<file path="src/rtl/bht_pkg.sv">
package bht_pkg;
  localparam int INSTR_W = 32;

  typedef enum logic [1:0] {
    CTR_SNT = 2'b00,
    CTR_WNT = 2'b01,
    CTR_WT  = 2'b10,
    CTR_ST  = 2'b11
  } ctr_e;

  // one saturating step toward the observed outcome
  function automatic logic [1:0] ctr_step(input logic [1:0] cur, input logic taken);
    if (taken) return (cur == CTR_ST) ? cur : cur + 2'd1;
    else       return (cur == CTR_SNT) ? cur : cur - 2'd1;
  endfunction

  function automatic logic ctr_dir(input logic [1:0] cur);
    return cur[1];
  endfunction
endpackage

</file>
<file path="src/rtl/bht_decode.sv">
module bht_decode
  import bht_pkg::*;
#(
  parameter int          ADDR_W = 32,
  parameter logic [5:0]  BR_OPC = 6'b000100
) (
  input  logic [ADDR_W-1:0]  pc,
  input  logic [INSTR_W-1:0] instr,
  output logic               is_branch,
  output logic [ADDR_W-1:0]  br_target,
  output logic [ADDR_W-1:0]  seq_pc
);
  localparam int OFF_W = 16;

  function automatic logic [ADDR_W-1:0] rel_target(input logic [ADDR_W-1:0] base,
                                                   input logic [OFF_W-1:0] off);
    logic [ADDR_W-1:0] disp;
    disp = {{(ADDR_W-OFF_W-2){off[OFF_W-1]}}, off, 2'b00};
    return base + disp;
  endfunction

  logic unused_mid;
  assign unused_mid = ^instr[25:16];

  assign is_branch = (instr[31:26] == BR_OPC);
  assign br_target = rel_target(pc, instr[OFF_W-1:0]);
  assign seq_pc    = pc + ADDR_W'(4);
endmodule

</file>
<file path="src/rtl/bht_table.sv">
module bht_table
  import bht_pkg::*;
#(
  parameter int IDX_W = 6
) (
  input  logic             clk,
  input  logic             rst_n,
  input  logic [IDX_W-1:0] rd_idx,
  output logic [1:0]       rd_ctr,
  input  logic             upd_valid,
  input  logic [IDX_W-1:0] upd_idx,
  input  logic             upd_taken
);
  localparam int ENTRIES = 1 << IDX_W;
  localparam int FLAT_W  = 2 * ENTRIES;

  logic [FLAT_W-1:0] ctr_flat;
  logic [1:0]        upd_old;

  for (genvar e = 0; e < ENTRIES; e++) begin : g_slot
    logic [1:0] q;
    logic       hit;
    assign hit = upd_valid && (upd_idx == IDX_W'(e));
    always_ff @(posedge clk) begin
      if (!rst_n)   q <= CTR_WNT;
      else if (hit) q <= ctr_step(q, upd_taken);
    end
    assign ctr_flat[2*e +: 2] = q;
  end

  assign rd_ctr  = ctr_flat[2*rd_idx +: 2];
  assign upd_old = ctr_flat[2*upd_idx +: 2];

  // checker state: last training event
  logic             chk_v, chk_tk;
  logic [IDX_W-1:0] chk_idx;
  logic [1:0]       chk_old;
  logic [1:0]       chk_now;
  always_ff @(posedge clk) begin
    if (!rst_n) begin
      chk_v <= 1'b0; chk_tk <= 1'b0; chk_idx <= '0; chk_old <= '0;
    end else begin
      chk_v <= upd_valid; chk_tk <= upd_taken; chk_idx <= upd_idx; chk_old <= upd_old;
    end
  end
  assign chk_now = ctr_flat[2*chk_idx +: 2];


  taken_step_chk: assert property (@(posedge clk) disable iff (!rst_n)
    (chk_v && chk_tk) |-> ({1'b0, chk_now} >= {1'b0, chk_old} &&
                           {1'b0, chk_now} <= {1'b0, chk_old} + 3'd1 &&
                           (chk_now != chk_old || chk_old == CTR_ST)));

  fall_step_chk: assert property (@(posedge clk) disable iff (!rst_n)
    (chk_v && !chk_tk) |-> ({1'b0, chk_now} <= {1'b0, chk_old} &&
                            {1'b0, chk_now} + 3'd1 >= {1'b0, chk_old} &&
                            (chk_now != chk_old || chk_old == CTR_SNT)));

  idle_hold_chk: assert property (@(posedge clk) disable iff (!rst_n)
    !upd_valid |=> $stable(ctr_flat));
endmodule

</file>
<file path="src/rtl/bht_select.sv">
module bht_select
  import bht_pkg::*;
#(
  parameter int ADDR_W = 32
) (
  input  logic              is_branch,
  input  logic [1:0]        ctr,
  input  logic [ADDR_W-1:0] br_target,
  input  logic [ADDR_W-1:0] seq_pc,
  output logic              take,
  output logic [ADDR_W-1:0] next_pc
);
  assign take    = is_branch && ctr_dir(ctr);
  assign next_pc = take ? br_target : seq_pc;
endmodule

</file>
<file path="src/rtl/bht_predictor.sv">
module bht_predictor
  import bht_pkg::*;
#(
  parameter int         ADDR_W = 32,
  parameter int         IDX_W  = 6,
  parameter logic [5:0] BR_OPC = 6'b000100
) (
  input  logic               clk,
  input  logic               rst_n,
  input  logic [ADDR_W-1:0]  fetch_pc,
  input  logic [INSTR_W-1:0] fetch_instr,
  output logic [ADDR_W-1:0]  next_pc,
  output logic               pred_taken,
  input  logic               upd_valid,
  input  logic [ADDR_W-1:0]  upd_pc,
  input  logic               upd_taken
);
  localparam int IDX_LO = 2;
  localparam int IDX_HI = IDX_W + IDX_LO - 1;

  logic [IDX_W-1:0]  fetch_idx, train_idx;
  logic [1:0]        slot_ctr;
  logic              is_branch;
  logic [ADDR_W-1:0] br_target, seq_pc;
  logic              unused_upd;

  assign fetch_idx  = fetch_pc[IDX_HI:IDX_LO];
  assign train_idx  = upd_pc[IDX_HI:IDX_LO];
  assign unused_upd = ^{upd_pc[ADDR_W-1:IDX_HI+1], upd_pc[IDX_LO-1:0]};

  bht_decode #(.ADDR_W(ADDR_W), .BR_OPC(BR_OPC)) u_dec (
    .pc(fetch_pc), .instr(fetch_instr),
    .is_branch(is_branch), .br_target(br_target), .seq_pc(seq_pc)
  );

  bht_table #(.IDX_W(IDX_W)) u_tbl (
    .clk(clk), .rst_n(rst_n),
    .rd_idx(fetch_idx), .rd_ctr(slot_ctr),
    .upd_valid(upd_valid), .upd_idx(train_idx), .upd_taken(upd_taken)
  );

  bht_select #(.ADDR_W(ADDR_W)) u_sel (
    .is_branch(is_branch), .ctr(slot_ctr),
    .br_target(br_target), .seq_pc(seq_pc),
    .take(pred_taken), .next_pc(next_pc)
  );


  seq_path_chk: assert property (@(posedge clk) disable iff (!rst_n)
    !is_branch |-> (next_pc == fetch_pc + ADDR_W'(4) && !pred_taken));

  taken_path_chk: assert property (@(posedge clk) disable iff (!rst_n)
    pred_taken |-> (next_pc == br_target && is_branch));
endmodule

</file>
<file path="config.mk">
export PLATFORM = sky130hd
export DESIGN_NAME = bht_predictor
export DESIGN_NICKNAME = d
export VERILOG_FILES = /design/src/rtl/bht_pkg.sv /design/src/rtl/bht_decode.sv /design/src/rtl/bht_table.sv /design/src/rtl/bht_select.sv /design/src/rtl/bht_predictor.sv
export SDC_FILE = /design/constraint.sdc
export NUM_CORES = 1
export LEC_CHECK = 0
export BUFFER_PORTS_ARGS = -buffer_cell sky130_fd_sc_hd__buf_4
export CORE_MARGIN = 2
export CORE_UTILIZATION = 42
export DETAILED_ROUTE_END_ITERATION = 6
export SLEW_MARGIN = 20
export SYNTH_ARGS = -nofsm -noshare
export SYNTH_HDL_FRONTEND = slang
export SYNTH_SLANG_ARGS = --single-unit
</file>
<file path="constraint.sdc">
create_clock -name clk -period 11.29 [get_ports clk]
set_input_delay 0.5645 -clock clk [delete_from_list [all_inputs] [get_ports clk]]
set_output_delay 0.5645 -clock clk [all_outputs]
set_load 0.02 [all_outputs]
</file>
Word level (Yosys, flattened, before mapping)
Index checks and enable logic that the tools add are counted.
W data, S select, Z words.
{"block": "classes", "add_sub_neg": 130, "multipliers": 0, "div": 0, "magnitude_cmp": 0, "n_eq_ne": 256, "n_shift": 1, "n_mux": 193, "bitwise": 0, "reduce_logical": 194}
{"operator": "$mux W2", "n": 192}
{"operator": "$ne A2 B2 Y1 const B", "n": 128}
{"operator": "$eq A6 B6 Y1 const B", "n": 32}
{"operator": "$reduce_and A3 Y1", "n": 64}
{"operator": "$add A2 B1 Y2 const B", "n": 64}
{"operator": "$eq A2 B2 Y1 const B", "n": 64}
{"operator": "$logic_not A2 Y1", "n": 64}
{"operator": "$shiftx A128 B8 Y2", "n": 1}
{"operator": "$sub A2 B1 Y2 const B", "n": 64}
{"operator": "$eq A6 B5 Y1 const B", "n": 16}
{"operator": "$logic_and A1 B1 Y1", "n": 65}
{"operator": "$eq A6 B4 Y1 const B", "n": 8}
{"operator": "$add A32 B3 Y32 const B", "n": 1}
{"operator": "$add A32 B32 Y32", "n": 1}
{"operator": "$mux W32", "n": 1}
{"operator": "$eq A6 B3 Y1 const B", "n": 5}
{"operator": "$eq A6 B2 Y1 const B", "n": 2}
{"operator": "$eq A6 B1 Y1 const B", "n": 1}
{"operator": "$logic_not A6 Y1", "n": 1}
{"block": "totals", "ff_bits": 128, "latch_bits": 0, "ram_bits": 0, "rom_bits": 0, "inputBits": 100, "output_inout_bits": 33, "elab_cells": 838, "mem_count": 0}

Depth between registers and ports, before layout
{"block": "depth", "depth_word": 3, "mapped_depth": 19, "ltp_nobuf": 16}

Hierarchy
From an unflattened synthesis, not the netlist that was laid out.
{"block": "unflattened", "hier_cells": 1351, "area_unflattened_um2": 10756.6}
{"mod": "bht_table", "n_inst": 1, "cells_each": 1015, "area_per_inst_um2": 8115.3, "seq_area_each_um2": 2562.5}
{"mod": "bht_decode", "n_inst": 1, "cells_each": 299, "area_per_inst_um2": 2128.3, "seq_area_each_um2": 0.0}
{"mod": "bht_select", "n_inst": 1, "cells_each": 37, "area_per_inst_um2": 513.0, "seq_area_each_um2": 0.0}

Worst setup path before layout
Ideal clock, no wire load.
{"block": "synth_timing", "kind": "input -> output", "start": "in fetch_pc[2]", "end": "out next_pc[31]", "arrival_ns": 5.086, "required_time_ns": 10.726, "slack_ns": 5.640, "cell_stages": 15, "n_path_buf": 3, "path_cell_list": "buf_1 -> mux4_1 -> mux4_2 -> mux4_2 -> and4b_4 -> clkbuf_1 -> and2_1 -> ha_1 -> clkbuf_1 -> o211ai_1 -> o41ai_1 -> a211oi_1 -> o211ai_1 -> a31oi_1 -> xnor2_1"}
{"block": "synth_via", "elab_chain_cells": 3, "word_cells_on_any_way": 5, "cone_classes": "add/sub: 2; shift: 1; mux: 1; reduce/logical: 1"}
{"element": "start, declared", "line": "bht_predictor.sv:10", "source": "input logic [ADDR_W-1:0] fetch_pc,"}
{"element": "$shiftx A128 B8 Y2", "line": "bht_table.sv:31", "source": "assign rd_ctr = ctr_flat[2*rd_idx +: 2];"}
{"element": "$logic_and A1 B1 Y1", "line": "bht_select.sv:13", "source": "assign take = is_branch && ctr_dir(ctr);"}
{"element": "named net pred_taken", "line": "bht_predictor.sv:13", "source": "output logic pred_taken,"}
{"element": "$mux W32", "line": "bht_select.sv:14", "source": "assign next_pc = take ? br_target : seq_pc;"}
{"element": "end, declared", "line": "bht_predictor.sv:12", "source": "output logic [ADDR_W-1:0] next_pc,"}
The timed path passes the listed nets, and every way through them passes these cells.

Worst setup path after layout
{"block": "layout_timing", "start": "in fetch_pc[3]", "end": "out next_pc[31]"}
{"block": "layout_via", "elab_chain_cells": 3, "word_cells_on_any_way": 5, "cone_classes": "add/sub: 2; shift: 1; mux: 1; reduce/logical: 1"}
{"element": "$shiftx A128 B8 Y2", "line": "bht_table.sv:31"}
{"element": "$logic_and A1 B1 Y1", "line": "bht_select.sv:13"}
{"element": "$mux W32 *", "line": "bht_select.sv:14"}
Every way passes the cells marked *; elsewhere a longest branch is shown, timed or not.

==> flow_summary_export.csv <==
group,metric,value,unit
placed_design,postPlaceCellArea,0.00961,sq mm
synth,yosys.cell_count.top_type,"nand2_1",
floorplanning,die_area,0.0221,sq mm
timing,fmax,163,MHz
timing,setup-tns-final,0,ns
grt,grt_max_degree,137,
synth,avgSynthCellArea,7.89,sq um
floorplanning,pin_count,133,
hold_path,hp-class,"reg -> reg",
clocking,path_clk_slew,0.06,ns
clocking,cts-resized-gates,0,
floorplanning,die_w,149,um
placed_design,gp_congestion,0.809,
synth,synth_ff_type,"dfxtp_1",
pwr,finalPower,1250,uW
floorplanning,core,0.0204,sq mm
setup_path,required,10.73,ns
setup_path,cp_data_arrival_time,5.56,ns
timing,hold_viol,0,
routing,num_vias,8283,
clocking,htreeDepth,4,
routing,first_pass_iters,4,
grt,track_usage,20.0,%
layout,area_delta_synth_final,15.8,%
clocking,cts_tree,"built",
layout,insertedDiodeCount,0,
synth,yosys-top-cells-area,"dfxtp_1 (29%), nand2_1 (6.2%), nor2_1 (6.0%)",
synth,ys_seq_elements,128,
timing,slew_headroom,30.2,%
pwr,leakagePower,0.00409,uW
clocking,root_buffer,"clkbuf_16",
setup_path,critical_path_class,"in -> out",
synth,yosysWarnings,0,
setup_path,ff2ff_setup_slack,10.31,ns
clocking,clock_latency,0.41,ns
synth,async_flop_share,0,%
synth,syn_inst,1116,
synth,seq_area_frac_synth,29.1,%
status,status,"finished, final reports clean",
hold_path,holdPathStages,2,
grt,grt_pass1_wl,36100,um
setup_path,reg2reg_depth,2,
clocking,cts.sinks,128,
routing,wl,22400,um
synth,synth_enable_flop_cells,0,
layout,regMostFlops,"u_tbl.g_slot.q",
setup_path,crit_path_end_kind,"output port",
pwr,vdd_drop_max,0.0904,mV
timing,final_max_slew_viol_count,0,
layout,top_regs,"u_tbl.g_slot.q x128",
timing,finalCritPeriodShare,54.2,%
layout,finalNonFillerCells,1449,
floorplanning,row_count,52,
floorplanning,initial_utilization,43.1,%
grt,grt_antenna_before_repair,0,
clocking,cts_setup_buffers,0,
routing,via_per_inst,5.72,
timing,tightestPinTransition,1.05,ns
timing,finalCriticalPeriod,6.12,ns
timing,rsz0062_at_grt,"false",
timing,finalSetupViolCount,0,
routing,wl_per_cell,15.4,um
synth,synthesis.area,0.00880,sq mm
clocking,cts_buffer_depth,2,
run,cap_violations,0,
setup_path,critical_path.max_fanout,18,
layout,finalInstanceArea,0.0102,sq mm
clocking,numCtsBuffers,17,
floorplanning,dieHeight,149,um
synth,synthTopCellsByCount,"nand2_1 (146), nor2_1 (141), dfxtp_1 (128)",
layout,drive_gt1_share,12.7,%
placed_design,dp_hpwl,14900,um
synth,syn-num-nets,1246,
layout,nNetsFinal,1296,
routing,drc,0,
synth,synth_area_leader_cell,"dfxtp_1",
layout,fillCellCount,2023,
timing,clock_skew,0.00612,ns
setup_path,critPathLaunchType,"input pin",
synth,synth.distinct_cells,52,
grt,gr-total-overflow,0,
layout,largest_register_ffs,128,
routing,drt-initial-drc-count,470,
clocking,cts_hold_buf,0,
pwr,power.density,123,mW/mm^2
timing,hold_slack,0.497,ns
placed_design,dp_cells,1417,
placed_design,portBuffers,92,
grt,grt_pass1_vias,7327,
synth,synth_top_area_share,29.1,%
routing,ant_nets,0,
## placed cells by master, fill, tap and decap left out, types with 3 or more instances in the layout
cell          n
a21oi_1      95
a21boi_0     59
inv_1        12
nand4_1       3
nor2b_1      11
o21ai_0      34
or3_1         4
dfxtp_1     128
inv_6         4
mux4_2       15
nand2b_1      5
clkbuf_16    17
o21bai_1      5
and2_1       16
nor2_1      141
a21o_1       61
mux4_1        4
nor3_1        5
and3_1        8
o221ai_1     59
o211ai_1      9
nand3_1      11
a31oi_1       4
mux2i_1       6
a22oi_1       4
nand3b_1     60
xor2_1        6
buf_4        96
o2111ai_1     3
nand2_1     146
clkinvlp_4    5
o31ai_1      54
ha_1         29
xnor2_1      23
o21a_1        5
a211oi_1      4
## cell families (layout without fill, tap and decap cells)
family          Yosys count  after routing  synth area share [%]
buf+inv                  78            141                  3.52
compound gates          407            407                  32.0
fa+ha+maj                30             30                  4.35
xor+xnor                 29             29                  2.88
simple gates            419            419                  22.4
mux                      25             25                  5.71
flops                   128            128                  29.1
## critical path, stage by stage
cell and delay, ns:
buf_4 0.32, mux4_1 0.69, mux4_2 0.51, mux4_2 0.53, and4b_4 0.29, and2_1 0.17, ha_1 0.37, a211oi_1 0.26
o21ai_0 0.11, a21oi_1 0.16, o41ai_1 0.09, buf_4 0.17, a211oi_1 0.56, o211ai_1 0.21, a31oi_1 0.24, xnor2_1 0.14
buf_4 0.16
## through the flow
step,util (%),setup WS [ns]
after floorplan,-,5.64
after global placement,47.0,5.18
after detailed placement,47.0,5.18
after CTS,49.9,5.15
after global routing,49.9,4.89
final,49.9,5.17
## report_power, final
part,switching [uW],internal (uW),leakage [uW]
registers,32.7,482,0.00104
logic,97.0,93.0,0.00278
clock network,220,327,0.000273
total,350,902,0.00409
## per-layer routing
layer  global-route usage [%]  vias to the layer above  share of wire (%)
met1                     28.1                     3839                 50
li1                         -                     4270                  -
met4                     4.57                        0               0.80
met3                     4.10                       12                4.7
met5                        0                        -                  0
met2                     31.8                      162                 45
## cell type report
type | count | area, sq um | share of cell area (%)
timing repair buffer | 97 | 732 | 7.18
inverter | 12 | 45.0 | 0.442
clock buffer | 17 | 425 | 4.17
clock inverter | 15 | 160 | 1.57
tap | 270 | 338 | 3.31
multi-input combinational | 910 | 5930 | 58.2
sequential | 128 | 2560 | 25.1
## worst paths after layout
path,start,end
max reg2reg,u_tbl.g_slot[19].q[1]$_SDFFE_PN0P_,u_tbl.g_slot[19].q[0]$_SDFFE_PN1P_
max,fetch_pc[3],next_pc[31]
min,u_tbl.g_slot[13].q[0]$_SDFFE_PN1P_,u_tbl.g_slot[13].q[1]$_SDFFE_PN0P_
min reg2reg,u_tbl.g_slot[13].q[0]$_SDFFE_PN1P_,u_tbl.g_slot[13].q[1]$_SDFFE_PN0P_
(Power assumes the default switching activity.)
